$ cat src/rtl/lw_word_bridge_pkg.sv
package lw_word_bridge_pkg;
  typedef enum logic [1:0] {
    ST_IDLE = 2'd0,
    ST_HI   = 2'd1,
    ST_LO   = 2'd2,
    ST_DONE = 2'd3
  } seq_state_e;
endpackage

$ cat src/rtl/lw_word_seq.sv
module lw_word_seq
  import lw_word_bridge_pkg::*;
#(
  parameter int CYC = 3
) (
  input  logic clk,
  input  logic rst,
  input  logic req,
  input  logic long_in,
  output logic load,
  output logic sel,
  output logic lock,
  output logic ready,
  output logic in_second,
  output logic ph_zero,
  output logic smp_first,
  output logic smp_second
);
  localparam int PHW = (CYC > 1) ? $clog2(CYC) : 1;
  localparam logic [PHW-1:0] PH_LAST = PHW'(CYC - 1);

  seq_state_e st_q;
  logic [PHW-1:0] ph_q;
  logic long_q;
  logic ph_last;

  assign ph_last    = (ph_q == PH_LAST);
  assign load       = (st_q == ST_IDLE) && req;
  assign sel        = (st_q == ST_HI) || (st_q == ST_LO);
  assign lock       = sel && long_q;
  assign ready      = (st_q == ST_DONE);
  assign in_second  = (st_q == ST_LO);
  assign ph_zero    = (ph_q == '0);
  assign smp_first  = (st_q == ST_HI) && ph_last;
  assign smp_second = (st_q == ST_LO) && ph_last;

  always_ff @(posedge clk) begin
    if (rst) begin
      st_q   <= ST_IDLE;
      ph_q   <= '0;
      long_q <= 1'b0;
    end else begin
      unique case (st_q)
        ST_IDLE: begin
          if (req) begin
            st_q   <= ST_HI;
            ph_q   <= '0;
            long_q <= long_in;
          end
        end
        ST_HI: begin
          if (ph_last) begin
            ph_q <= '0;
            st_q <= long_q ? ST_LO : ST_DONE;
          end else begin
            ph_q <= ph_q + 1'b1;
          end
        end
        ST_LO: begin
          if (ph_last) begin
            ph_q <= '0;
            st_q <= ST_DONE;
          end else begin
            ph_q <= ph_q + 1'b1;
          end
        end
        default: begin
          st_q   <= ST_IDLE;
          long_q <= 1'b0;
        end
      endcase
    end
  end


  sel_end_ready_chk: assert property (@(posedge clk) disable iff (rst)
    $fell(sel) |-> ready);


  hi_cycle_len_chk: assert property (@(posedge clk) disable iff (rst)
    $rose(sel) |-> ph_zero);
endmodule

$ cat src/rtl/lw_word_path.sv
module lw_word_path #(
  parameter int AW = 12,
  parameter int DW = 16
) (
  input  logic            clk,
  input  logic            rst,
  input  logic            load,
  input  logic            sel,
  input  logic            in_second,
  input  logic            smp_first,
  input  logic            smp_second,
  input  logic            cpu_we,
  input  logic            cpu_long,
  input  logic [AW-1:0]   cpu_addr,
  input  logic [2*DW-1:0] cpu_wdata,
  input  logic [DW-1:0]   per_rdata,
  output logic [AW-1:0]   per_addr,
  output logic [DW-1:0]   per_wdata,
  output logic            per_we,
  output logic [2*DW-1:0] cpu_rdata
);
  localparam int CW = 2 * DW;
  localparam logic [AW-1:0] LONG_MASK = ~AW'(3);
  localparam logic [AW-1:0] WORD_MASK = ~AW'(1);
  localparam logic [AW-1:0] HALF_STEP = AW'(2);

  logic [AW-1:0] base_q;
  logic          we_q;
  logic          long_q;
  logic [CW-1:0] wd_q;
  logic [DW-1:0] hi_q;
  logic [CW-1:0] rd_q;

  always_ff @(posedge clk) begin
    if (rst) begin
      base_q <= '0;
      we_q   <= 1'b0;
      long_q <= 1'b0;
      wd_q   <= '0;
    end else if (load) begin
      base_q <= cpu_addr & (cpu_long ? LONG_MASK : WORD_MASK);
      we_q   <= cpu_we;
      long_q <= cpu_long;
      wd_q   <= cpu_wdata;
    end
  end

  always_ff @(posedge clk) begin
    if (rst) begin
      hi_q <= '0;
      rd_q <= '0;
    end else begin
      if (smp_first) begin
        if (long_q) hi_q <= per_rdata;
        else        rd_q <= {{DW{1'b0}}, per_rdata};
      end
      if (smp_second) rd_q <= {hi_q, per_rdata};
    end
  end

  assign per_addr  = in_second ? (base_q | HALF_STEP) : base_q;
  assign per_wdata = (long_q && !in_second) ? wd_q[CW-1:DW] : wd_q[DW-1:0];
  assign per_we    = we_q && sel;
  assign cpu_rdata = rd_q;


  lo_addr_step_chk: assert property (@(posedge clk) disable iff (rst)
    $rose(in_second) |-> (per_addr == $past(per_addr) + HALF_STEP));
endmodule

$ cat src/rtl/lw_word_bridge.sv
module lw_word_bridge #(
  parameter int AW  = 12,
  parameter int DW  = 16,
  parameter int CYC = 3
) (
  input  logic            clk,
  input  logic            rst,
  input  logic            cpu_req,
  input  logic            cpu_we,
  input  logic            cpu_long,
  input  logic [AW-1:0]   cpu_addr,
  input  logic [2*DW-1:0] cpu_wdata,
  output logic [2*DW-1:0] cpu_rdata,
  output logic            cpu_ready,
  output logic            per_sel,
  output logic            per_we,
  output logic            per_lock,
  output logic [AW-1:0]   per_addr,
  output logic [DW-1:0]   per_wdata,
  input  logic [DW-1:0]   per_rdata
);
  logic load, in_second, ph_zero, smp_first, smp_second;

  lw_word_seq #(.CYC(CYC)) u_seq (
    .clk        (clk),
    .rst        (rst),
    .req        (cpu_req),
    .long_in    (cpu_long),
    .load       (load),
    .sel        (per_sel),
    .lock       (per_lock),
    .ready      (cpu_ready),
    .in_second  (in_second),
    .ph_zero    (ph_zero),
    .smp_first  (smp_first),
    .smp_second (smp_second)
  );

  lw_word_path #(.AW(AW), .DW(DW)) u_path (
    .clk        (clk),
    .rst        (rst),
    .load       (load),
    .sel        (per_sel),
    .in_second  (in_second),
    .smp_first  (smp_first),
    .smp_second (smp_second),
    .cpu_we     (cpu_we),
    .cpu_long   (cpu_long),
    .cpu_addr   (cpu_addr),
    .cpu_wdata  (cpu_wdata),
    .per_rdata  (per_rdata),
    .per_addr   (per_addr),
    .per_wdata  (per_wdata),
    .per_we     (per_we),
    .cpu_rdata  (cpu_rdata)
  );


  ready_pulse_chk: assert property (@(posedge clk) disable iff (rst)
    cpu_ready |=> !cpu_ready);


  ready_bus_idle_chk: assert property (@(posedge clk) disable iff (rst)
    cpu_ready |-> !per_sel);


  lock_in_cycle_chk: assert property (@(posedge clk) disable iff (rst)
    per_lock |-> per_sel);


  addr_steady_chk: assert property (@(posedge clk) disable iff (rst)
    (per_sel && !ph_zero) |-> $stable(per_addr));


  wr_steady_chk: assert property (@(posedge clk) disable iff (rst)
    (per_sel && !ph_zero) |-> ($stable(per_we) && $stable(per_wdata)));
endmodule

$ cat config.mk
export PLATFORM = sky130hd
export DESIGN_NAME = lw_word_bridge
export DESIGN_NICKNAME = d
export VERILOG_FILES = /design/src/rtl/lw_word_bridge_pkg.sv /design/src/rtl/lw_word_seq.sv /design/src/rtl/lw_word_path.sv /design/src/rtl/lw_word_bridge.sv
export SDC_FILE = /design/constraint.sdc
export NUM_CORES = 1
export LEC_CHECK = 0
export ABC_AREA = 1
export ABC_CLOCK_PERIOD_IN_PS = 4420
export CAP_MARGIN = 20
export CORE_MARGIN = 5
export CORE_UTILIZATION = 50
export DETAILED_ROUTE_END_ITERATION = 10
export HOLD_SLACK_MARGIN = 0.08
export PLACE_DENSITY = 0.95
export SYNTH_ARGS = -nofsm -noshare
export SYNTH_HDL_FRONTEND = slang
export SYNTH_HIERARCHICAL = 1
export SYNTH_SLANG_ARGS = --single-unit
$ cat constraint.sdc
create_clock -name clk -period 4.42 [get_ports clk]
set_clock_uncertainty 0.15 [all_clocks]
set_input_delay 0.663 -clock clk [delete_from_list [all_inputs] [get_ports clk]]
set_output_delay 0.663 -clock clk [all_outputs]
set_load 0.01 [all_outputs]
==> results.md, run 1 <==
- CP Data Required Time: 3.61 ns
- I/O pin count: approximately 130
- Post-placement cell count: roughly 760
- Ys Warns: 6
- Synth area leaders: dfxtp_1 (48%), nor2_1 (14%), o21ai_0 (7.7%)
- P_leak: 2.304 nW
- Fin crit period: between 3 and 4 ns
- DR WL/cell: 13.79 µm
- Routability cong.: approximately 0.83
- WP data arrival: roughly 2.9 ns
- Switching share of power: 0.3632
- Core ar.: 8093 µm²
- Register share of total power: 0.426
- Worst path bufs/invs: 3
- Post-Synthesis Cells: 569
- Standard-cell rows: 33
- Post-DR vias/cell: 5.133
- First drt pass iteration count: 5
- Internal Pwr Total: roughly 1.7 mW
- Period utilization: 0.8311
- Highest clock rate: approximately 270 MHz
- First-pass GRT wire length: 17,400 µm
- Critical Path Max Stage Delay: about 0.57 ns
- Fin cells: ~780
- Worst-Margin Slew: 1.082 ns
- CTS tree: yes
- Area growth syn-to-layout: 32.80%
- Synth cell count leaders: nor2_1 (158), dfxtp_1 (98), nand2_1 (77), o21ai_0 (63), nand3_1 (51)
- HPWL after DPL: roughly 7500 µm
- Cts repair resizes: 0
- Count leader, synth: nor2_1
- Final setup vio count: 0
- Total global-route track usage: 0.2116
- Initial Util: 0.5066
- Clock Latency Late Sink: 0.37 ns
- Initial antenna violation count: 0
- Cell Area, Synth: 4100 µm²
- Yosys top cell area share: 0.4785
- Slew Viols, Final: 0
- Status: finished clean
- Vias in the first global route: around 3,900
- Clock-pin slew on the worst setup and hold paths: around 0.12 ns
- CP top delay family: buffers and inverters
- Remaining DRCs: 0
- CTS Sinks: slightly below 100
- Post-Syn Nets: 640
- Total CTS buffers: 9
- H-tree Lvls: 3
- Nets: between 700 and 800
- Switching power: between 0.9 and 1 mW
- Power density cells: approximately 480 nW/µm²
- Comb pwr share: 0.354
- Max Cap Viol: 0
- Clock tree buffer depth: 2
- RSZ-0062 raised after global routing: no
- Clk pwr share: 0.219
- Ys async rst share: 0
- Via count: 3,983
- Final Hold Fails: 0
- Slew Limit Headroom: 0.2789
- Top_reg_cell synth: dfxtp_1
- Die span in y: ~100 µm
- Clk root buf: clkbuf_8
- Fillers: around 690
- Post-CTS Hold Fix Bufs: 0
- Number of flops mapped to enable cells by yosys: 0
- Die area: about 10,000 µm²
- Largest area contributor in the netlist: dfxtp_1
- Die W: around 100 µm
- Sequential area share after synthesis: 0.4785
- Crit path kind: register to output pin
- # diodes: 0
- Distinct cells, synth: 18
- Routed Antenna Nets: 0
- VDD IR max: 357.2 µV
- Crit-path max FO: 17
- Iter 0 DRT Violations: 202
- Layout cells sized above 1: 0.05514
- Setup TNS: 0 ns
- Cell repeated most along the worst path: nand2_1
- Pin count of the biggest net entering global routing: 77
- Critical Path, Cell by Cell: inv_1 > ha_1 > clkinv_1 > nand2_1 > nand2_1 > nand2_1 > clkdlybuf4s50_1
- IO Port Bufs: about 130
- Post CTS Setup Buffer Count: 0
- GRT overflow: 0
- CP Capture Type: output pin
- Crit-path slowest cell: nand2_1
- Register bit total from synthesis: 98
- WL final: 10,700 µm
- Final core utilization: 0.6729
- Critical path launch point type: register
- Min-Delay Path Class: register to register
- Mapped Avg Cell Area: 7.206 µm²
## worst paths after layout
kind	depth (start not counted)	start	slack (ns)	end
setup / recovery	7	u_seq/st_q[0]$_SDFFE_PP0P_	0.75	per_wdata[15]
hold / removal	2	u_path/hi_q[5]$_SDFFE_PP0P_	0.31	u_path/cpu_rdata[21]$_SDFFE_PP0P_
hold reg to reg	2	u_path/hi_q[5]$_SDFFE_PP0P_	0.31	u_path/cpu_rdata[21]$_SDFFE_PP0P_
setup reg to reg	9	u_seq/st_q[0]$_SDFFE_PP0P_	2.13	u_path/cpu_rdata[12]$_SDFFE_PP0P_
## tightest hold or removal path, cell delays in order (launching register included)
cell and delay, ns:
dfxtp_1 0.33, nand2_1 0.05, a21oi_1 0.06
## cells in the final DEF, fill, tap and decap left out, drive strengths merged
cell type / count
nor2: 158
clkdlybuf4s50: 126
dfxtp: 98
nand2: 85
o21ai: 63
nand3: 51
inv: 42
a21oi: 23
clkbuf: 9
ha: 6
buf: 5
clkinv: 3
or2: 1
conb: 1
## logic make-up after synthesis
group | after synthesis | synth area share
adders and majority gates | 6 | 0.01831
DFF | 98 | 0.4785
buffers and inverters | 83 | 0.1044
AOI/OAI and AO/OA | 86 | 0.1068
and+or+nand+nor | 295 | 0.2911
other | 1 | 0.0009146
## through the flow
stage                     hold slack, ns  setup WS (ns)  area [µm²]  power [mW]
after detailed placement          0.3006          1.154        5238       2.068
after global routing              0.3327         0.5188        5445       2.801
final                             0.3090         0.7465        5445       2.632
after floorplan                   0.2867          2.301        4100       1.704
after CTS                         0.3046         0.7389        5438       2.644
after global placement            0.2904          1.190        5238       2.030
## power groups by stage
stage	clock, mW	sequential (mW)	combinational [mW]
finish	0.577	1.12	0.933
global route	0.626	1.14	1.03
CTS	0.588	1.12	0.935
detailed placement	0	1.14	0.928
global placement	0	1.13	0.899
floorplan	0	1.13	0.575
## sequential cells by signal (all words and copies together), names as in the netlist
signal,cells
u_path/we_q,1
u_seq/ph_q,2
u_path/long_q,1
u_path/hi_q,16
u_seq/long_q,1
u_path/wd_q,32
u_path/base_q,11
u_path/cpu_rdata,32
u_seq/st_q,2
## cell type report
class | count | area (µm²) | share of cell area
sequential | 98 | 1962 | 0.3603
multi-input combinational | 388 | 1710 | 0.3141
timing repair buffer | 131 | 1299 | 0.2385
inverter | 38 | 142.6 | 0.02619
tap | 105 | 131.4 | 0.02413
clock buffer | 9 | 123.9 | 0.02275
clock inverter | 7 | 76.32 | 0.01402
## metal layers
| layer | up-vias | GRT usage | wire [µm] |
|---|---|---|---|
| met3 | 18 | 0.06298 | 886 |
| met2 | 158 | 0.3751 | 5350 |
| met5 | - | 0 | 0 |
| li1 | 1972 | - | - |
| met1 | 1835 | 0.2439 | 4293 |
| met4 | 0 | 0.06736 | 173 |
(Power assumes the default switching activity.)
==> run 2, diff against run 1 <==
ABC_CLOCK_PERIOD_IN_PS = 3330   (was 4420)
CORE_UTILIZATION = 42   (was 50)
PLACE_DENSITY = 0.87   (was 0.95)
clock period = 3.33 ns   (was 4.42 ns; I/O delays follow)
==> results.md, run 2 (same netlist as run 1, synthesis figures left out) <==
- Cts repair resizes: 0
- Setup TNS: 0 ns
- First drt pass iteration count: 7
- Clock Latency Late Sink: around 0.35 ns
- Initial antenna violation count: 0
- # diodes: 0
- Die W: between 100 and 150 µm
- Finished Cell Area: between 5000 and 6000 µm²
- Total global-route track usage: 0.1760
- Total CTS buffers: 9
- Switching share of power: 0.3557
- CTS tree: yes
- Highest clock rate: 327.6 MHz
- Critical path launch point type: register
- Layout cells sized above 1: 0.05795
- Post-CTS Hold Fix Bufs: 0
- Period utilization: 0.9167
- HPWL after DPL: ~7600 µm
- Initial Util: 0.4254
- RSZ-0062 raised after global routing: no
- Vias in the first global route: between 3,000 and 4,000
- Internal Pwr Total: 2.215 mW
- Pin count of the biggest net entering global routing: 47
- Fin crit period: approximately 3.1 ns
- Final core utilization: 0.5687
- Die span in y: 108.8 µm
- Placement Cell Area: 5295 µm²
- Worst-Margin Slew: 0.7575 ns
- Crit path kind: register to output pin
- Via count: 3,958
- P_leak: 2.296 nW
- CP Data Required Time: about 2.7 ns
- Clk root buf: clkbuf_8
- Slew Viols, Final: 0
- GRT overflow: 0
- Min-Delay Path Class: register to register
- Max Cap Viol: 0
- Routed Antenna Nets: 0
- Power density cells: approximately 630 nW/µm²
- Final setup margin: ~0.28 ns
- Area growth syn-to-layout: 33.69%
- Iter 0 DRT Violations: 185
- First-pass GRT wire length: about 17,000 µm
- CP Capture Type: output pin
- VDD IR max: 312.1 µV
- Die area: between 10,000 and 15,000 µm²
- Crit-path max FO: 16
- Status: finished clean
- Hold_ws: 0.3139 ns
- Standard-cell rows: 36
- H-tree Lvls: 3
- I/O pin count: ~130
- WP data arrival: about 2.4 ns
- Post CTS Setup Buffer Count: 0
- Register share of total power: 0.433
- Core ar.: around 9600 µm²
- Routability cong.: about 0.85
- Clock tree buffer depth: 2
- Commonest non-fill, non-tap cell in the layout: nor2_1
- Clock-pin slew on the worst setup and hold paths: approximately 0.090 ns
- IO Port Bufs: about 130
- Final setup vio count: 0
- Clk pwr share: 0.206
- CTS Sinks: 98
- Comb pwr share: 0.362
- Post-DR vias/cell: 4.911
- Pre-CTS WS: between 0.7 and 0.8 ns
- Nets: 739
- Slew Limit Headroom: 0.4950
- Remaining DRCs: 0
- Switching power: approximately 1.2 mW
- DR WL/cell: around 13 µm
- Final Hold Fails: 0
- WL final: between 10,000 and 15,000 µm
- Commonest cells after routing, fill and taps aside: nor2_1 (158), clkdlybuf4s50_1 (126), dfxtp_1 (98)
## run 2: worst paths after layout
path	from	to	slack (ns)	depth (start not counted)
max	u_seq/st_q[0]$_SDFFE_PP0P_	per_wdata[3]	0.28	7
min	u_path/hi_q[7]$_SDFFE_PP0P_	u_path/cpu_rdata[23]$_SDFFE_PP0P_	0.31	2
max reg2reg	u_seq/st_q[0]$_SDFFE_PP0P_	u_path/cpu_rdata[0]$_SDFFE_PP0P_	0.90	10
min reg2reg	u_path/hi_q[7]$_SDFFE_PP0P_	u_path/cpu_rdata[23]$_SDFFE_PP0P_	0.31	2
## run 2: through the flow
step	power, mW	instances
after floorplan	2.262	569
after global placement	2.706	790
after detailed placement	2.753	790
after CTS	3.473	806
after global routing	3.675	806
final	3.438	806
## run 2: power groups by stage
| stage | Clock, mW | Combinational (mW) | Sequential, mW |
|---|---|---|---|
| finish | 0.707 | 1.24 | 1.49 |
| floorplan | 0 | 0.763 | 1.50 |
| CTS | 0.735 | 1.25 | 1.49 |
| detailed placement | 0 | 1.24 | 1.51 |
| global route | 0.784 | 1.38 | 1.51 |
| global placement | 0 | 1.20 | 1.50 |
## run 2: layout make-up
| type | count | area (µm²) |
|---|---|---|
| fill | 926 | 4158 |
| sequential | 98 | 1962 |
| multi-input combinational | 388 | 1710 |
| timing repair buffer | 133 | 1314 |
| tap | 133 | 166.4 |
| inverter | 38 | 142.6 |
| clock buffer | 9 | 123.9 |
| clock inverter | 7 | 62.56 |
## run 2: worst max-delay path: stages, from the launching register on
cell and delay (ns):
dfxtp_1 0.38, inv_1 0.11, ha_1 0.22, clkinv_1 0.10
nand2_1 0.44, nand2_1 0.12, nand2_1 0.12, clkdlybuf4s50_1 0.56
## run 2: layer usage
| layer | up-vias | global-route usage | share of wire |
|---|---|---|---|
| met5 | - | 0 | 0 |
| li1 | 1968 | - | - |
| met1 | 1811 | 0.2131 | 0.42 |
| met4 | 0 | 0.05951 | 0.010 |
| met2 | 168 | 0.3001 | 0.49 |
| met3 | 11 | 0.04973 | 0.079 |
